[src/rtl/sbt_pkg.sv]
package sbt_pkg;

  localparam int NB_W = 5;

  typedef enum logic [1:0] {
    WL_24 = 2'b00,
    WL_22 = 2'b01,
    WL_20 = 2'b10,
    WL_18 = 2'b11
  } wlen_e;

  typedef struct packed {
    logic            r384;
    logic [NB_W-1:0] nbits;
  } slot_cfg_t;

  function automatic logic [NB_W-1:0] wl_to_bits(input logic [1:0] sel);
    case (wlen_e'(sel))
      WL_24:   return NB_W'(24);
      WL_22:   return NB_W'(22);
      WL_20:   return NB_W'(20);
      default: return NB_W'(18);
    endcase
  endfunction

endpackage

[src/rtl/sbt_slot_timer.sv]
module sbt_slot_timer #(
  parameter int BITS_HI = 24,
  parameter int BITS_LO = 32,
  parameter int CPB_HI  = 4,
  parameter int CPB_LO  = 2,
  localparam int SUB_W  = $clog2((CPB_HI > CPB_LO) ? CPB_HI : CPB_LO),
  localparam int BIT_W  = $clog2((BITS_HI > BITS_LO) ? BITS_HI : BITS_LO)
) (
  input  logic             clk,
  input  logic             rst_n,
  input  logic             strobe,
  input  logic             r384,
  output logic             emit,
  output logic             slot_begin,
  output logic [SUB_W-1:0] cur_sub,
  output logic [BIT_W-1:0] cur_bit
);

  localparam logic [SUB_W-1:0] SUB_LAST_HI = SUB_W'(CPB_HI - 1);
  localparam logic [SUB_W-1:0] SUB_LAST_LO = SUB_W'(CPB_LO - 1);
  localparam logic [BIT_W-1:0] BIT_LAST_HI = BIT_W'(BITS_HI - 1);
  localparam logic [BIT_W-1:0] BIT_LAST_LO = BIT_W'(BITS_LO - 1);

  logic             run_q;
  logic [SUB_W-1:0] sub_q;
  logic [BIT_W-1:0] bit_q;
  logic             sub_last, bit_last;

  assign emit       = strobe | run_q;
  assign cur_sub    = strobe ? '0 : sub_q;
  assign cur_bit    = strobe ? '0 : bit_q;
  assign slot_begin = emit && (cur_sub == '0) && (cur_bit == '0);

  always_comb begin
    sub_last = r384 ? (cur_sub == SUB_LAST_HI) : (cur_sub == SUB_LAST_LO);
    bit_last = r384 ? (cur_bit == BIT_LAST_HI) : (cur_bit == BIT_LAST_LO);
  end

  always_ff @(posedge clk or negedge rst_n) begin
    if (!rst_n) begin
      run_q <= 1'b0;
      sub_q <= '0;
      bit_q <= '0;
    end else if (emit) begin
      run_q <= 1'b1;
      if (sub_last) begin
        sub_q <= '0;
        bit_q <= bit_last ? '0 : cur_bit + 1'b1;
      end else begin
        sub_q <= cur_sub + 1'b1;
        bit_q <= cur_bit;
      end
    end
  end

endmodule

[src/rtl/sbt_sample_hold.sv]
module sbt_sample_hold #(
  parameter int W     = 24,
  parameter int CHANS = 2
) (
  input  logic                    clk,
  input  logic                    rst_n,
  input  logic                    s_valid,
  output logic                    s_ready,
  input  logic [CHANS-1:0][W-1:0] chan_in,
  input  logic                    take,
  output logic [CHANS-1:0][W-1:0] word
);

  logic full_q;
  logic accept;

  assign s_ready = !full_q;
  assign accept  = s_valid && !full_q;

  always_ff @(posedge clk or negedge rst_n) begin
    if (!rst_n)      full_q <= 1'b0;
    else if (accept) full_q <= 1'b1;
    else if (take)   full_q <= 1'b0;
  end

  for (genvar ch = 0; ch < CHANS; ch++) begin : g_chan
    logic [W-1:0] hold_q;
    logic [W-1:0] cur_q;

    assign word[ch] = take ? (full_q ? hold_q : '0) : cur_q;

    always_ff @(posedge clk or negedge rst_n) begin
      if (!rst_n) begin
        hold_q <= '0;
        cur_q  <= '0;
      end else begin
        if (accept) hold_q <= chan_in[ch];
        if (take)   cur_q  <= word[ch];
      end
    end
  end

endmodule

[src/rtl/sbt_bit_shaper.sv]
module sbt_bit_shaper
  import sbt_pkg::*;
#(
  parameter int W       = 24,
  parameter int CHANS   = 2,
  parameter int BITS_HI = 24,
  parameter int BITS_LO = 32,
  parameter int CPB_HI  = 4,
  parameter int CPB_LO  = 2,
  parameter int LATE    = 1,
  parameter int SUB_W   = 2,
  parameter int BIT_W   = 5
) (
  input  logic                    clk,
  input  logic                    rst_n,
  input  logic                    emit,
  input  slot_cfg_t               cfg,
  input  logic [SUB_W-1:0]        cur_sub,
  input  logic [BIT_W-1:0]        cur_bit,
  input  logic [CHANS-1:0][W-1:0] word,
  output logic [CHANS-1:0]        ser,
  output logic                    bit_clk,
  output logic                    word_clk,
  output logic                    settle_n
);

  localparam int AW    = 8;
  localparam int IDX_W = $clog2(W);

  logic [AW-1:0]    p, first, stop, k, half_sub, half_slot;
  logic             in_win, second;
  logic [IDX_W-1:0] idx;
  logic [CHANS-1:0] ser_d;

  always_comb begin
    p         = AW'(cur_bit);
    first     = (cfg.r384 && (cfg.nbits != NB_W'(W))) ? AW'(LATE) : '0;
    stop      = first + AW'(cfg.nbits);
    in_win    = (p >= first) && (p < stop);
    k         = p - first;
    idx       = IDX_W'(W - 1) - IDX_W'(k);
    half_sub  = cfg.r384 ? AW'(CPB_HI / 2) : AW'(CPB_LO / 2);
    half_slot = cfg.r384 ? AW'(BITS_HI / 2) : AW'(BITS_LO / 2);
    second    = AW'(cur_sub) >= half_sub;
  end

  for (genvar ch = 0; ch < CHANS; ch++) begin : g_lane
    assign ser_d[ch] = in_win ? word[ch][idx] : 1'b0;
  end

  always_ff @(posedge clk or negedge rst_n) begin
    if (!rst_n) begin
      ser      <= '0;
      bit_clk  <= 1'b0;
      word_clk <= 1'b0;
      settle_n <= 1'b1;
    end else if (emit) begin
      ser      <= ser_d;
      bit_clk  <= in_win && second;
      word_clk <= p < half_slot;
      settle_n <= !(p >= stop);
    end
  end

endmodule

[src/rtl/burst_serial_tx.sv]
module burst_serial_tx
  import sbt_pkg::*;
#(
  parameter int SAMPLE_W = 24,
  parameter int BITS_HI  = 24,
  parameter int BITS_LO  = 32,
  parameter int CPB_HI   = 4,
  parameter int CPB_LO   = 2,
  parameter int LATE     = 1
) (
  input  logic                clk,
  input  logic                rst_n,
  input  logic                slot_strobe,
  input  logic                ratio_256,
  input  logic [1:0]          wl_sel,
  input  logic                s_valid,
  output logic                s_ready,
  input  logic [SAMPLE_W-1:0] s_left,
  input  logic [SAMPLE_W-1:0] s_right,
  output logic                ser_l,
  output logic                ser_r,
  output logic                bit_clk,
  output logic                word_clk,
  output logic                settle_n
);

  localparam int CHANS = 2;
  localparam int SUB_W = $clog2((CPB_HI > CPB_LO) ? CPB_HI : CPB_LO);
  localparam int BIT_W = $clog2((BITS_HI > BITS_LO) ? BITS_HI : BITS_LO);

  logic                           emit, slot_begin;
  logic [SUB_W-1:0]               cur_sub;
  logic [BIT_W-1:0]               cur_bit;
  slot_cfg_t                      cfg_q, cfg_pins, cfg_eff;
  logic [CHANS-1:0][SAMPLE_W-1:0] chan_in, word;
  logic [CHANS-1:0]               ser;

  assign cfg_pins = '{r384: !ratio_256, nbits: wl_to_bits(wl_sel)};
  assign cfg_eff  = slot_begin ? cfg_pins : cfg_q;
  assign chan_in  = {s_right, s_left};
  assign ser_l    = ser[0];
  assign ser_r    = ser[1];

  always_ff @(posedge clk or negedge rst_n) begin
    if (!rst_n)          cfg_q <= '{r384: 1'b1, nbits: NB_W'(SAMPLE_W)};
    else if (slot_begin) cfg_q <= cfg_pins;
  end

  sbt_slot_timer #(
    .BITS_HI(BITS_HI), .BITS_LO(BITS_LO), .CPB_HI(CPB_HI), .CPB_LO(CPB_LO)
  ) u_timer (
    .clk(clk), .rst_n(rst_n), .strobe(slot_strobe), .r384(cfg_eff.r384),
    .emit(emit), .slot_begin(slot_begin), .cur_sub(cur_sub), .cur_bit(cur_bit)
  );

  sbt_sample_hold #(.W(SAMPLE_W), .CHANS(CHANS)) u_hold (
    .clk(clk), .rst_n(rst_n), .s_valid(s_valid), .s_ready(s_ready),
    .chan_in(chan_in), .take(slot_begin), .word(word)
  );

  sbt_bit_shaper #(
    .W(SAMPLE_W), .CHANS(CHANS), .BITS_HI(BITS_HI), .BITS_LO(BITS_LO),
    .CPB_HI(CPB_HI), .CPB_LO(CPB_LO), .LATE(LATE), .SUB_W(SUB_W), .BIT_W(BIT_W)
  ) u_shape (
    .clk(clk), .rst_n(rst_n), .emit(emit), .cfg(cfg_eff),
    .cur_sub(cur_sub), .cur_bit(cur_bit), .word(word),
    .ser(ser), .bit_clk(bit_clk), .word_clk(word_clk), .settle_n(settle_n)
  );

endmodule

[config.mk]
export PLATFORM = sky130hd
export DESIGN_NAME = burst_serial_tx
export DESIGN_NICKNAME = d
export VERILOG_FILES = /design/src/rtl/sbt_pkg.sv /design/src/rtl/sbt_slot_timer.sv /design/src/rtl/sbt_sample_hold.sv /design/src/rtl/sbt_bit_shaper.sv /design/src/rtl/burst_serial_tx.sv
export SDC_FILE = /design/constraint.sdc
export NUM_CORES = 1
export LEC_CHECK = 0
export ABC_AREA = 1
export CAP_MARGIN = 20
export CELL_PAD_IN_SITES_DETAIL_PLACEMENT = 1
export CELL_PAD_IN_SITES_GLOBAL_PLACEMENT = 2
export CORE_ASPECT_RATIO = 0.8
export CORE_MARGIN = 5
export CORE_UTILIZATION = 36
export DETAILED_ROUTE_END_ITERATION = 12
export PLACE_DENSITY_LB_ADDON = 0.12
export SYNTH_ARGS = -nofsm -noshare
export SYNTH_HDL_FRONTEND = slang
export SYNTH_HIERARCHICAL = 1
export SYNTH_SLANG_ARGS = --single-unit
[constraint.sdc]
create_clock -name clk -period 6.4 [get_ports clk]
set_clock_uncertainty 0.05 [all_clocks]
set_input_delay 1.28 -clock clk [delete_from_list [all_inputs] [get_ports clk]]
set_output_delay 1.28 -clock clk [all_outputs]
set_load 0.005 [all_outputs]
; ---- Yosys cells after proc, flatten, opt, wreduce, memory -nomap -nowiden
; Index checks and enable logic that the tools add are counted.
[op_classes]
addsub = 5
n_mul = 0
div_mod_pow = 0
order_cmp = 6
n_eq_ne = 7
shifts = 0
mux = 24
bitwise = 1
reduce_logical = 13
[op_table]
columns = operator, count
row1 = $mux 24, 4
row2 = $mux 5, 4
row3 = $ge 5x8->1, 2
row4 = $lt 5x8->1, 2
row5 = $pmux 4 s3, 1
row6 = $bmux 1 s5, 2
row7 = $eq 5x5->1 const B, 2
row8 = $mux 1, 9
row9 = $add 8x5->8, 1
row10 = $ge 2x8->1, 1
row11 = $logic_and 1x1->1, 6
row12 = $lt 5x6->1 const B, 1
row13 = $mux 2, 3
row14 = $mux 6, 1
row15 = $add 5x1->5 const B, 1
row16 = $logic_not 5->1, 1
row17 = $ne 5x5->1 const B, 1
row18 = $sub 5x5->5, 1
row19 = $sub 5x5->5 const A, 1
row20 = $eq 2x1->1 const B, 2
row21 = $eq 2x2->1 const B, 2
row22 = $logic_not 2->1, 2
row23 = $logic_not 1->1, 3
row24 = $add 2x1->2 const B, 1
row25 = other kinds (2), 2
[totals]
register_bits = 116
latchBits = 0
mem_bits_rw = 0
mem_bits_ro = 0
inputBits = 55
mem_count = 0

; ---- Depth between registers and ports, before layout
[depth]
word_depth = 13
mapped_depth = 25
ltp_nobuf = 25

; ---- Cells and area by module
; Netlist, hierarchy kept.
[by_module_without_submodules]
columns = mod, n_inst, cells_each, area_each_um2, seq_area_each_um2
row1 = sbt_sample_hold, 1, 468, 3975.1, 2427.3
row2 = sbt_bit_shaper, 1, 199, 1102.3, 126.4
row3 = sbt_slot_timer, 1, 78, 568.0, 200.2
row4 = burst_serial_tx, 1, 26, 264.0, 153.9

; ---- Worst setup path after synthesis
; No wires, ideal clock.
[synth_timing]
path_type = input-to-reg
start = input port slot_strobe
end = register u_shape.ser[0]
setup_ns = 0.116
arrival_ns = 4.064
required_time_ns = 6.234
path_slack_ns = 2.170
stages = 21
n_path_buf = 1
cell_sequence = inv_2 nand2_1 ha_1 nand3_1 nor4_2 inv_2 nand2_1 nand2_1 o41ai_1 inv_1 ha_1 ha_1 inv_1 clkbuf_1 nand3_1 nand3_1 nand3_1 nand2_1 nand2_1 nand2_1 nand2_1
[synth_lines]
columns = element, line
row1 = from (decl), burst_serial_tx.sv:13  ; input logic slot_strobe,
row2 = to (signal assigned), sbt_bit_shaper.sv:58  ; ser <= ser_d;
row3 = to (decl), sbt_bit_shaper.sv:21  ; output logic [CHANS-1:0] ser,

==> impl_metrics.env <==
export IMPL_run_status="finished, final reports clean"
export IMPL_wl_per_cell_um=15.3
export IMPL_fin_ws_ns=1.35
export IMPL_cp_required_ns=6.66
export IMPL_nNetsFinal=897
export IMPL_slowest_stage="clkdlybuf4s50_1"
export IMPL_worstReg2RegStart="u_timer/sub_q[1]"
export IMPL_dieArea_sq_mm=0.0191
export IMPL_rows=41
export IMPL_crit_path_cell_trace="clkdlybuf4s50_1 -> inv_2 -> nand2_1 -> ha_1 -> nand3_1 -> nor4_4 -> inv_2 -> nand2_1 -> nand2_1 -> o41ai_1 -> inv_1 -> ha_1 -> ha_1 -> buf_4 -> inv_1 -> nand3_1 -> nand3_1 -> nand3_1 -> nand2_1 -> nand2_1 -> nand2_1 -> nand2_1"
export IMPL_max_slew_margin_rel_pct=39.0
export IMPL_grt_use_total_pct=18.0
export IMPL_netSwitchingFraction_pct=41.0
export IMPL_clock_root_buffer="clkbuf_16"
export IMPL_cts_htree_levels=4
export IMPL_pre_cts_ws_ns=0.905
export IMPL_globalplace_congestion=0.797
export IMPL_fin_tns_setup_ns=0
export IMPL_grt_max_degree=60
export IMPL_crit_path_end_kind="register"
export IMPL_rsz0062_at_grt="no"
export IMPL_diodes=0
export IMPL_avgViaCountPerCell=4.87
export IMPL_syn_area_per_cell_sq_um=7.66
export IMPL_pwr_density_cell_mw_per_mm2=472
export IMPL_worstHoldStart="u_timer/run_q"
export IMPL_power_mw=3.41
export IMPL_syn_to_final_growth_pct=22.2
export IMPL_whs_path_depth=1
export IMPL_worstSetupPathType="in -> reg"
export IMPL_ys_flop_type="dfrtp_1"
export IMPL_cp_data_arrival_time_ns=5.31
export IMPL_dr_total_vias=5109
export IMPL_insertion_delay_ns=0.42
export IMPL_layout_commonest_cell="nand2_1"
export IMPL_cts_setup_buffers=0
export IMPL_max_stage_delay_ns=0.60
export IMPL_ys_async_sr_fraction_pct=100
export IMPL_crit_path_start_kind="input pin"
export IMPL_synth_cells=771
export IMPL_grt_pass1_vias=5691
export IMPL_synth_seq_cells=116
export IMPL_synth_nets=846
export IMPL_path_common_cell="nand2_1"
export IMPL_clockPowerShare_pct=25.8
export IMPL_ys_types=32
export IMPL_reg2reg_slack_ns=2.42
export IMPL_worstMarginPinSlew_ns=0.915
export IMPL_antenna_found_initial=0
export IMPL_ant_nets=0
export IMPL_p_leak_nw=3.94
export IMPL_finalCriticalPeriod_ns=5.05
export IMPL_setup_viol=0
export IMPL_cts_path_max_buffers=2
export IMPL_p_switching_mw=1.40
export IMPL_core_area_sq_mm=0.0160
export IMPL_drive_above_1_share_pct=7.90
export IMPL_dp_hpwl_mm=11.1
export IMPL_fin_crit_sh_pct=79.0
export IMPL_hold_class="reg -> reg"
export IMPL_pwr_share_seq_pct=36.6
export IMPL_clock_sinks=116
export IMPL_die_height_um=125
export IMPL_numCtsBuffers=17
export IMPL_hold_viol_final=0
export IMPL_cts_hold_buf=0
export IMPL_synth_edf_count=0
export IMPL_ys_warn_count=6
export IMPL_final_cell_mix="nand2_1 (346), nand3_1 (147), dfrtp_1 (111), clkdlybuf4s50_1 (58), inv_1 (40)"
export IMPL_hold_path_end="u_timer/bit_q[1]"
export IMPL_p_comb_share_pct=37.6
export IMPL_cp_max_fo=13
export IMPL_grt_overflow=0
export IMPL_utilization_pct=45.3
export IMPL_io_pins=61
export IMPL_drv_cap=0
export IMPL_cts_tree="yes"
export IMPL_r2r_cells=22
export IMPL_grt_pass1_wl_mm=28.1
export IMPL_die_x_um=153
export IMPL_clk_pin_slew_ns=0.06
export IMPL_wl_mm=16.1
export IMPL_synth_seq_area_share_pct=49.2
export IMPL_final_max_slew_viol_count=0
export IMPL_port_buffers=60
export IMPL_ir_worst_vdd_v=0.000193
export IMPL_fmax_mhz=198
export IMPL_drtIter0Drc=214
export IMPL_cts_resized_gates=0
export IMPL_r2r_end="u_shape/ser[1]"
export IMPL_drc=0
export IMPL_synth_area_sq_mm=0.00591
export IMPL_dr_pass1_iters=4
export IMPL_start_util_pct=37.0
export IMPL_power_internal_mw=2.01
## cell type report
cell class                 count  area [sq um]
sequential                   116          2910
inverter                      47           176
clock buffer                  17           425
fill                        1942          8730
tap                          215           269
clock inverter                15           126
multi-input combinational    570          2650
timing repair buffer          70           668
## worst max path at each step
stage | startpoint | endpoint | slack [ns] | cells after the start
6_report | slot_strobe | u_shape/ser[1] | 1.35 | 22
5_1_grt | slot_strobe | u_shape/ser[1] | 0.97 | 22
4_1_cts | slot_strobe | u_shape/ser[1] | 1.32 | 22
3_5_place_dp | slot_strobe | u_shape/ser[1] | 0.90 | 22
3_3_place_gp | slot_strobe | u_shape/ser[0] | 1.22 | 22
2_1_floorplan | slot_strobe | u_shape/ser[0] | 2.17 | 21
## routing by layer
layer / share of wire, % / GRT usage [%] / vias to the layer above
li1: - / - / 2557
met1: 50 / 24.7 / 2465
met2: 46 / 28.3 / 62
met3: 2.5 / 3.37 / 25
met4: 1.9 / 6.91 / 0
met5: 0 / 0 / -
## state kept, by name (all words and copies together) (netlist names)
register / cells
u_hold/g_chan.cur_q: 48
u_shape/word_clk: 1
u_timer/bit_q: 5
u_shape/ser: 2
u_timer/run_q: 1
u_hold/g_chan.hold_q: 48
u_shape/settle_n: 1
u_timer/sub_q: 2
u_hold/full_q: 1
u_shape/bit_clk: 1
cfg_q: 6
## power by group through the flow
stage | registers, mW | clock network [mW] | logic (mW)
after detailed placement | 1.26 | 0 | 1.30
after global routing | 1.29 | 0.946 | 1.49
after global placement | 1.25 | 0 | 1.25
after CTS | 1.25 | 0.908 | 1.32
final | 1.25 | 0.879 | 1.28
after floorplan | 1.17 | 0 | 0.988
## kinds of logic (layout without fill, tap and decap cells)
group                      count (synthesis)  after routing  synth area share (%)
and+or+nand+nor                          521            521                  37.2
AOI/OAI and AO/OA                         22             22                  2.08
adders and majority gates                 20             20                  4.23
buffers and inverters                     85            149                  6.12
DFF                                      116            116                  49.2
xor gates and xnor gates                   7              7                  1.16
## synthesized netlist by cell type (all sizes together), types with 3 or more instances
cell type / n / share of area, %
a21oi: 6 / 0.51
o21ai: 13 / 1.2
nand4: 3 / 0.32
inv: 47 / 3.0
clkbuf: 12 / 0.78
xor2: 6 / 1.0
nand2: 349 / 22
nand3: 148 / 13
dfrtp: 112 / 47
ha: 20 / 4.2
buf: 26 / 2.4
dfstp: 4 / 1.8
nor2: 18 / 1.4
## stage by stage
step	instances	hold WS, ns	area (sq um)
2_1_floorplan	771	0.376	5910
3_3_place_gp	1018	0.390	6670
3_5_place_dp	1018	0.410	6670
4_1_cts	1050	0.406	7220
5_1_grt	1050	0.425	7220
6_report	1050	0.410	7220
## critical path: cells and delay by family
kind	cells	cell delay, ns
buffers and inverters	6	1.51
AND/OR/NAND/NOR	12	1.43
adder cells (fa/ha/maj)	3	0.70
AO/OA/AOI/OAI	1	0.37
Note: power is estimated with default switching activity, not from simulation.
